File: config.mk
export PLATFORM = sky130hd
export DESIGN_NAME = status_led_ctrl
export DESIGN_NICKNAME = d
export VERILOG_FILES = /design/src/rtl/led_pkg.sv /design/src/rtl/led_prescaler.sv /design/src/rtl/en_delay.sv /design/src/rtl/led_sel_mux.sv /design/src/rtl/status_led_ctrl.sv
export SDC_FILE = /design/constraint.sdc
export NUM_CORES = 1
export LEC_CHECK = 0
export BUFFER_PORTS_ARGS = -buffer_cell sky130_fd_sc_hd__buf_2
export CORE_MARGIN = 4
export CORE_UTILIZATION = 45
export DETAILED_ROUTE_END_ITERATION = 10
export PLACE_DENSITY = 0.63
export SLEW_MARGIN = 20
export SYNTH_ARGS = -nofsm -noshare
export SYNTH_HDL_FRONTEND = slang
export SYNTH_HIERARCHICAL = 1
export SYNTH_SLANG_ARGS = --single-unit
export TNS_END_PERCENT = 5
File: constraint.sdc
create_clock -name clk_osc -period 2.7 [get_ports clk_osc]
set_input_delay 0.27 -clock clk_osc [delete_from_list [all_inputs] [get_ports clk_osc]]
set_output_delay 0.27 -clock clk_osc [all_outputs]
set_load 0.02 [all_outputs]
File: src/rtl/led_pkg.sv
package led_pkg;
   localparam int SEL_W = 4;

   typedef enum logic [SEL_W-1:0] {
      LSEL_PHY0     = 4'd1,
      LSEL_PHY1     = 4'd2,
      LSEL_PHY2     = 4'd3,
      LSEL_GPIO     = 4'd4,
      LSEL_RTC      = 4'd5,
      LSEL_OFF      = 4'd6,
      LSEL_ON       = 4'd7,
      LSEL_XIO      = 4'd8,
      LSEL_INV_ONE  = 4'd9,
      LSEL_INV_BOTH = 4'd10
   } led_sel_e;

   typedef struct packed {
      logic [2:0] phy;
      logic       gpio7;
      logic       rtc;
      logic       uart_rx;
      logic       uart_tx;
   } led_common_t;
endpackage

File: src/rtl/led_prescaler.sv
module led_prescaler #(
   parameter int TICK_CYCLES = 3022500,
   parameter int PHASE_W     = 4
) (
   input  logic               clk,
   input  logic               rst_n,
   output logic [PHASE_W-1:0] phase
);
   localparam int PW = (TICK_CYCLES > 1) ? $clog2(TICK_CYCLES) : 1;
   localparam logic [PW-1:0] LAST = PW'(TICK_CYCLES - 1);

   if (TICK_CYCLES < 1) begin : g_bad_tick
      $error("TICK_CYCLES must be at least 1");
   end

   logic [PW-1:0] pre;

   always_ff @(posedge clk) begin
      if (!rst_n) begin
         pre   <= '0;
         phase <= '0;
      end else if (pre == LAST) begin
         pre   <= '0;
         phase <= phase + 1'b1;
      end else begin
         pre <= pre + 1'b1;
      end
   end
endmodule

File: src/rtl/en_delay.sv
module en_delay #(
   parameter int DLY_CYCLES = 2418000
) (
   input  logic clk,
   input  logic rst_n,
   input  logic en_in,
   output logic en_dly
);
   localparam int CW = $clog2(DLY_CYCLES + 1);
   localparam logic [CW-1:0] FULL = CW'(DLY_CYCLES);

   if (DLY_CYCLES < 1) begin : g_bad_dly
      $error("DLY_CYCLES must be at least 1");
   end

   logic [CW-1:0] cnt;

   always_ff @(posedge clk) begin
      if (!rst_n || !en_in) cnt <= '0;
      else if (cnt != FULL) cnt <= cnt + 1'b1;
   end

   // falls in the same cycle as the raw enable
   assign en_dly = en_in && (cnt == FULL);
endmodule

File: src/rtl/led_sel_mux.sv
module led_sel_mux
   import led_pkg::*;
#(
   parameter int LED_IDX = 0
) (
   input  logic [SEL_W-1:0] sel,
   input  led_common_t      com,
   input  logic             xio,
   input  logic             dflt,
   output logic             src
);
   logic inv_one;

   if (LED_IDX == 0) begin : g_led_first
      assign inv_one = ~com.uart_rx;
   end else if (LED_IDX == 1) begin : g_led_second
      assign inv_one = ~com.uart_tx;
   end else begin : g_bad_idx
      $error("LED_IDX must be 0 or 1");
      assign inv_one = 1'b0;
   end

   always_comb begin
      case (sel)
         LSEL_PHY0:     src = com.phy[0];
         LSEL_PHY1:     src = com.phy[1];
         LSEL_PHY2:     src = com.phy[2];
         LSEL_GPIO:     src = com.gpio7;
         LSEL_RTC:      src = com.rtc;
         LSEL_OFF:      src = 1'b0;
         LSEL_ON:       src = 1'b1;
         LSEL_XIO:      src = xio;
         LSEL_INV_ONE:  src = inv_one;
         LSEL_INV_BOTH: src = ~(com.uart_rx | com.uart_tx);
         default:       src = dflt;
      endcase
   end
endmodule

File: src/rtl/status_led_ctrl.sv
module status_led_ctrl
   import led_pkg::*;
#(
   parameter int OSC_HZ        = 24180000,
   parameter int TICK_HZ       = 8,
   parameter int TICK_CYCLES   = OSC_HZ / TICK_HZ,
   parameter int PHASE_W       = 4,
   parameter int FAST_BIT      = 1,
   parameter int PWR_BIT       = 2,
   parameter int SLOW_BIT      = 3,
   parameter int EN_DLY_CYCLES = OSC_HZ / 10
) (
   input  logic       clk_osc,
   input  logic       rst_n,
   input  logic [7:0] led_cfg,
   input  logic [2:0] phy_led,
   input  logic       gpio7,
   input  logic       rtc_irq,
   input  logic       xio4,
   input  logic       xio5,
   input  logic       uart_rx,
   input  logic       uart_tx,
   input  logic       wd_cnt_b7,
   input  logic       wd_en,
   input  logic       pwr_en1,
   input  logic       pwr_resin,
   input  logic       pwr_good,
   input  logic       por_done,
   input  logic       boot_sd,
   output logic       led1,
   output logic       led2
);
   localparam int NLED = 2;

   if (FAST_BIT >= PHASE_W || PWR_BIT >= PHASE_W || SLOW_BIT >= PHASE_W) begin : g_bad_bits
      $error("blink bit index outside the phase counter");
   end
   if (FAST_BIT == SLOW_BIT || PWR_BIT == FAST_BIT || PWR_BIT == SLOW_BIT) begin : g_same_bits
      $error("blink rates must use distinct phase bits");
   end
   if (NLED * SEL_W != 8) begin : g_bad_cfg
      $error("selector width does not fit the config byte");
   end

   logic [PHASE_W-1:0] phase;
   logic               en1_dly;
   logic               por;
   logic               pwr_blink;
   logic               mode_blink;
   led_common_t        com;
   logic [NLED-1:0]    xio_v;
   logic [NLED-1:0]    dflt_v;
   logic [NLED-1:0]    src;

   led_prescaler #(
      .TICK_CYCLES(TICK_CYCLES),
      .PHASE_W    (PHASE_W)
   ) u_pre (
      .clk  (clk_osc),
      .rst_n(rst_n),
      .phase(phase)
   );

   en_delay #(
      .DLY_CYCLES(EN_DLY_CYCLES)
   ) u_dly (
      .clk   (clk_osc),
      .rst_n (rst_n),
      .en_in (pwr_en1),
      .en_dly(en1_dly)
   );

   assign pwr_blink  = phase[PWR_BIT];
   assign mode_blink = boot_sd ? phase[SLOW_BIT] : phase[FAST_BIT];
   assign por        = ~(pwr_en1 & pwr_resin & pwr_good & por_done);

   assign com    = '{phy: phy_led, gpio7: gpio7, rtc: rtc_irq,
                     uart_rx: uart_rx, uart_tx: uart_tx};
   assign xio_v  = {xio5, xio4};
   assign dflt_v = {mode_blink, gpio7};

   for (genvar i = 0; i < NLED; i++) begin : g_mux
      led_sel_mux #(
         .LED_IDX(i)
      ) u_mux (
         .sel (led_cfg[i*SEL_W +: SEL_W]),
         .com (com),
         .xio (xio_v[i]),
         .dflt(dflt_v[i]),
         .src (src[i])
      );
   end

   always_ff @(posedge clk_osc) begin
      if (!rst_n) begin
         led1 <= 1'b0;
         led2 <= 1'b0;
      end else begin
         led1 <= wd_en    ? wd_cnt_b7 : (por | src[0]);
         led2 <= !en1_dly ? pwr_blink : (por | src[1]);
      end
   end
endmodule

After elaboration in Yosys (flattened, before gate mapping) --
Cells that the tools add are included.
Storage, ports and cells: bits in registers 50, input bits 26, output and inout port bits 2
Operators by class: add/sub/neg operators 3, equality and inequality tests 22, muxes and demuxes 5, bitwise operators 11, reductions and logical operators 5
Operators with widths (number):
- adder 22 x 1 -> 22 bit (second input constant) | 2
- == test 22 bit (second input constant) | 2
- == test 4 x 3 -> 1 bit (second input constant) | 7
- == test 4 bit (second input constant) | 6
- != test 22 bit (second input constant) | 1
- == test 4 x 2 -> 1 bit (second input constant) | 4
- case mux 1 bit (10 select lines) | 1
- case mux 1 bit (9 select lines) | 1
- == test 4 x 1 -> 1 bit (second input constant) | 2
- NOT 1 bit | 5
- adder 4 x 1 -> 4 bit (second input constant) | 1
- AND 1 bit | 3
- 2-to-1 mux 1 bit | 3
- bitwise OR 1 bit | 3
- zero test 1 bit | 2
- OR reduction 2 bit | 1
- logical AND 1 bit | 1
- logical OR 1 bit | 1

Longest topological paths before layout --
depth in word-level cells 6, mapped depth 7, gate-level depth less buffers 7

Hierarchy --
Netlist, hierarchy kept.
Modules (own cells, without submodules):
- led_prescaler | instances 1, cells each 138, area an instance 1171.1 um^2, sequential area each 520.5 um^2
- en_delay | instances 1, cells each 132, area an instance 1156.1 um^2, sequential area each 440.4 um^2
- led_sel_mux | instances 2, cells each 21, area an instance 128.9 um^2, sequential area each 0.0 um^2
- status_led_ctrl | instances 1, cells each 8, area an instance 91.3 um^2, sequential area each 40.0 um^2

Worst setup path before layout --
OpenSTA, ideal clock, no wires.
kind reg-to-reg, start point register u_pre.pre[13], end point register u_pre.phase[3], setup time 0.070 ns, arrival time 1.861 ns, data required time 2.630 ns, slack 0.769 ns, stages on the path, launching flop included 6, clock period less this slack 1.931 ns, cell sequence dfxtp_1 or4b_1 or3_1 buf_2 or4_1 a21oi_1
On the way: longest elaborated chain between the ends 1
RTL lines:
- start, declared | RTL line led_prescaler.sv:16 | logic [PW-1:0] pre;
- start signal, assigned | RTL line led_prescaler.sv:26 | pre <= pre + 1'b1;
- == test 22 bit | RTL line led_prescaler.sv:22 | end else if (pre == LAST) begin
- end signal, assigned | RTL line led_prescaler.sv:24 | phase <= phase + 1'b1;
- end, declared | RTL line led_prescaler.sv:7 | output logic [PHASE_W-1:0] phase
No other way between the ends. A chain may end at the register's enable or synchronous reset.

Worst setup path in the final report --
start point register u_pre.pre[2], end point register u_pre.pre[15]
On the way: longest elaborated chain between the ends 2, elaborated cells on any way between the ends 3
RTL lines:
- parallel branches: the longest is 2 deep, another holds adder 22 x 1 -> 22 bit
Several ways; the timed one is not identified.

==> impl_metrics.env <==
export IMPL_status="finished clean"
export IMPL_netlist_area_leader_share_pct=37.4
export IMPL_cp_max_fo=10
export IMPL_critPathRequiredTime_ns=2.93
export IMPL_grt_overflow=0
export IMPL_nets=377
export IMPL_rows=27
export IMPL_synth_xor_area_share_pct=7.53
export IMPL_ctsHtreeMaxLevel=2
export IMPL_power_total_mw=1.29
export IMPL_arrival_ns=2.28
export IMPL_final_fill_count=523
export IMPL_dpl_cell_count=412
export IMPL_cts_tree="built"
export IMPL_start_util_pct=47.4
export IMPL_async_flop_share_pct=0
export IMPL_crit_reg2reg_launch="u_pre/pre[2]"
export IMPL_fp_dieH_um=85.1
export IMPL_synth_top_family_by_area="simple AND/OR/NAND/NOR gates"
export IMPL_grt_usage_pct=15.9
export IMPL_final_period_utilization_pct=76.1
export IMPL_regArea_mm2=0.00100
export IMPL_synth_simple_area_share_pct=32.4
export IMPL_wl_per_cell_um=13.1
export IMPL_portBuffers=27
export IMPL_fin_crit_ns=2.05
export IMPL_mostFrequentLayoutCells="dfxtp_1 (50), nor2_1 (37), buf_2 (27)"
export IMPL_hpwl_mm=4.00
export IMPL_hold_viol=0
export IMPL_hold_end="led1"
export IMPL_slew_violations=0
export IMPL_diodes=0
export IMPL_finalSetupTns_ns=0
export IMPL_drtIter0Drc=115
export IMPL_start_kind="flip-flop"
export IMPL_setup_viol=0
export IMPL_layout_commonest_cell="dfxtp_1"
export IMPL_dieWidth_um=85.1
export IMPL_maxCapViolations=0
export IMPL_route_detailed_drc=0
export IMPL_gp_congestion=0.731
export IMPL_r2r_end="u_pre/pre[15]"
export IMPL_clockBufferDepth=2
export IMPL_ys_seq_elements=50
export IMPL_post_cts_resized=0
export IMPL_finalClockSkew_ns=0.00508
export IMPL_die_area_mm2=0.00725
export IMPL_irDropWorstVdd_v=0.000208
export IMPL_vias_per_cell=5.67
export IMPL_ys_seq_area_share_pct=37.4
export IMPL_synth_compound_area_share_pct=15.4
export IMPL_worstMarginPinSlew_ns=0.709
export IMPL_hold_buffers=0
export IMPL_synth_distinct_cells=52
export IMPL_yosys_warnings=6
export IMPL_clock_latency_ns=0.29
export IMPL_hold_path_startpoint="wd_en"
export IMPL_ant_nets=0
export IMPL_max_freq_mhz=487
export IMPL_crit_type="reg -> reg"
export IMPL_path_cells="nand4_1, or4_1, or3_1, a21oi_1"
export IMPL_syn_area_mm2=0.00268
export IMPL_r2r_cells=4
export IMPL_cts_sinks=50
export IMPL_drive_gt1_share_pct=12.9
export IMPL_routed_wl_mm=5.50
export IMPL_cts_root_buf="clkbuf_8"
export IMPL_setup_slack_ns=0.646
export IMPL_numCtsBuffers=5
export IMPL_synthAdderAreaFrac_pct=1.87
export IMPL_muxShareOfSynthArea_pct=1.54
export IMPL_synthFlopType="dfxtp_1"
export IMPL_max_stage_delay_ns=0.73
export IMPL_antenna_found_initial=0
export IMPL_core_mm2=0.00564
export IMPL_hold_ws_ns=0.236
export IMPL_r2r_slack_ns=0.65
export IMPL_multi_input_area_mm2=0.00157
export IMPL_io_pins=28
export IMPL_hold_depth=2
export IMPL_cts_setup_buffers=0
export IMPL_dp_slack_ns=0.690
export IMPL_clk_pin_slew_ns=0.09
export IMPL_cpMaxStageDelayCell="or4_1"
export IMPL_synthTopCellsByArea="dfxtp_1 (37%), nor2_1 (5.2%), xnor2_1 (4.3%), a21oi_1 (3.9%), nand3_1 (3.6%)"
export IMPL_powerDensity_mw_per_mm2=437
export IMPL_slew_headroom_pct=52.6
export IMPL_first_global_vias=2207
export IMPL_grt_pass1_wl_mm=9.74
export IMPL_synth_area_per_cell_um2=8.36
export IMPL_syn_nets=350
export IMPL_num_vias=2381
export IMPL_synth_cells=320
export IMPL_p_leak_nw=1.01
export IMPL_grt_max_degree=23
export IMPL_final_cells=420
export IMPL_rsz0062_at_grt="false"
export IMPL_synth_edf_count=0
export IMPL_yosysTopAreaCell="dfxtp_1"
export IMPL_end_kind="flip-flop"
export IMPL_hold_class="in -> reg"
export IMPL_first_pass_iters=4
export IMPL_area_growth_pct=10.0
critical path, delay by kind of cell (launching register included):
| kind | cells | cell delay (ns) |
|---|---|---|
| AOI/OAI and AO/OA | 1 | 0.15 |
| DFF | 1 | 0.42 |
| and+or+nand+nor | 3 | 1.43 |
power by group:
group          switching (mW)  internal, mW  leakage [nW]  total [mW]
clock                   0.244         0.207        0.0482       0.451
sequential            0.00647         0.743         0.404       0.750
combinational          0.0476        0.0378         0.559      0.0855
total                   0.298         0.988          1.01        1.29
per-layer routing:
layer | track usage, % | routed length, µm | share of wire, % | vias to the layer above
met5 | 0 | 0 | 0 | -
met4 | 4.32 | 38 | 0.69 | 0
met3 | 2.91 | 245 | 4.5 | 2
met2 | 24.2 | 2420 | 44 | 47
met1 | 23.1 | 2790 | 51 | 1099
li1 | - | - | - | 1233
registers in the layout, indices dropped and copies added, names as in the netlist:
name / cells
u_dly/cnt: 22
u_pre/pre: 22
led2: 1
led1: 1
u_pre/phase: 4
synthesized netlist by cell type, types with 2 or more instances:
cell and instances:
o31ai_1 5, xnor2_1 13, nand2_1 20, a32o_1 2, clkbuf_1 2, a31oi_1 6, o211ai_1 2, a21oi_1 21
a22oi_1 2, ha_1 4, nor2b_1 2, buf_6 3, nand2b_1 7, or3_1 14, buf_2 3, mux2i_1 3
inv_1 10, nor4_1 7, or4_1 7, nor4bb_1 2, nor2_1 37, xor2_1 10, a211oi_1 2, nand3_1 19
o21ai_0 14, nor3_1 5, nand4_1 11, and4_1 4, and3_1 6, dfxtp_1 50, and2_1 4, a41o_1 2
a21o_2 2
metrics by stage:
step / cell area, µm² / util (%)
detailed placement: 2850 / 50.6
CTS: 2940 / 52.2
floorplan: 2680 / -
global route: 2940 / 52.2
global placement: 2850 / 50.6
finish: 2940 / 52.2
worst max path at each step:
stage                        from              to  slack, ns  depth (start not counted)
floorplan           u_pre/pre[13]  u_pre/phase[3]       0.77                          5
global placement    u_pre/pre[13]  u_pre/phase[3]       0.73                          4
detailed placement   u_pre/pre[2]   u_pre/pre[17]       0.69                          4
CTS                  u_pre/pre[2]   u_pre/pre[15]       0.67                          4
global route         u_pre/pre[2]   u_pre/pre[15]       0.44                          4
finish               u_pre/pre[2]   u_pre/pre[15]       0.65                          4
cell type report:
class	count	share of cell area, %
inverter	10	1.27
multi-input combinational	251	53.5
sequential	50	34.0
timing repair buffer	29	5.10
clock buffer	7	2.93
clock inverter	1	0.170
tap	72	3.06
logic make-up after synthesis:
kind of cell | count (synthesis)
AND/OR/NAND/NOR | 155
adder cells (fa/ha/maj) | 4
multiplexers | 4
flip-flops | 50
buffers and inverters | 19
AO/OA/AOI/OAI | 65
XOR/XNOR | 23
No activity file was read; power rests on OpenSTA's default activity.
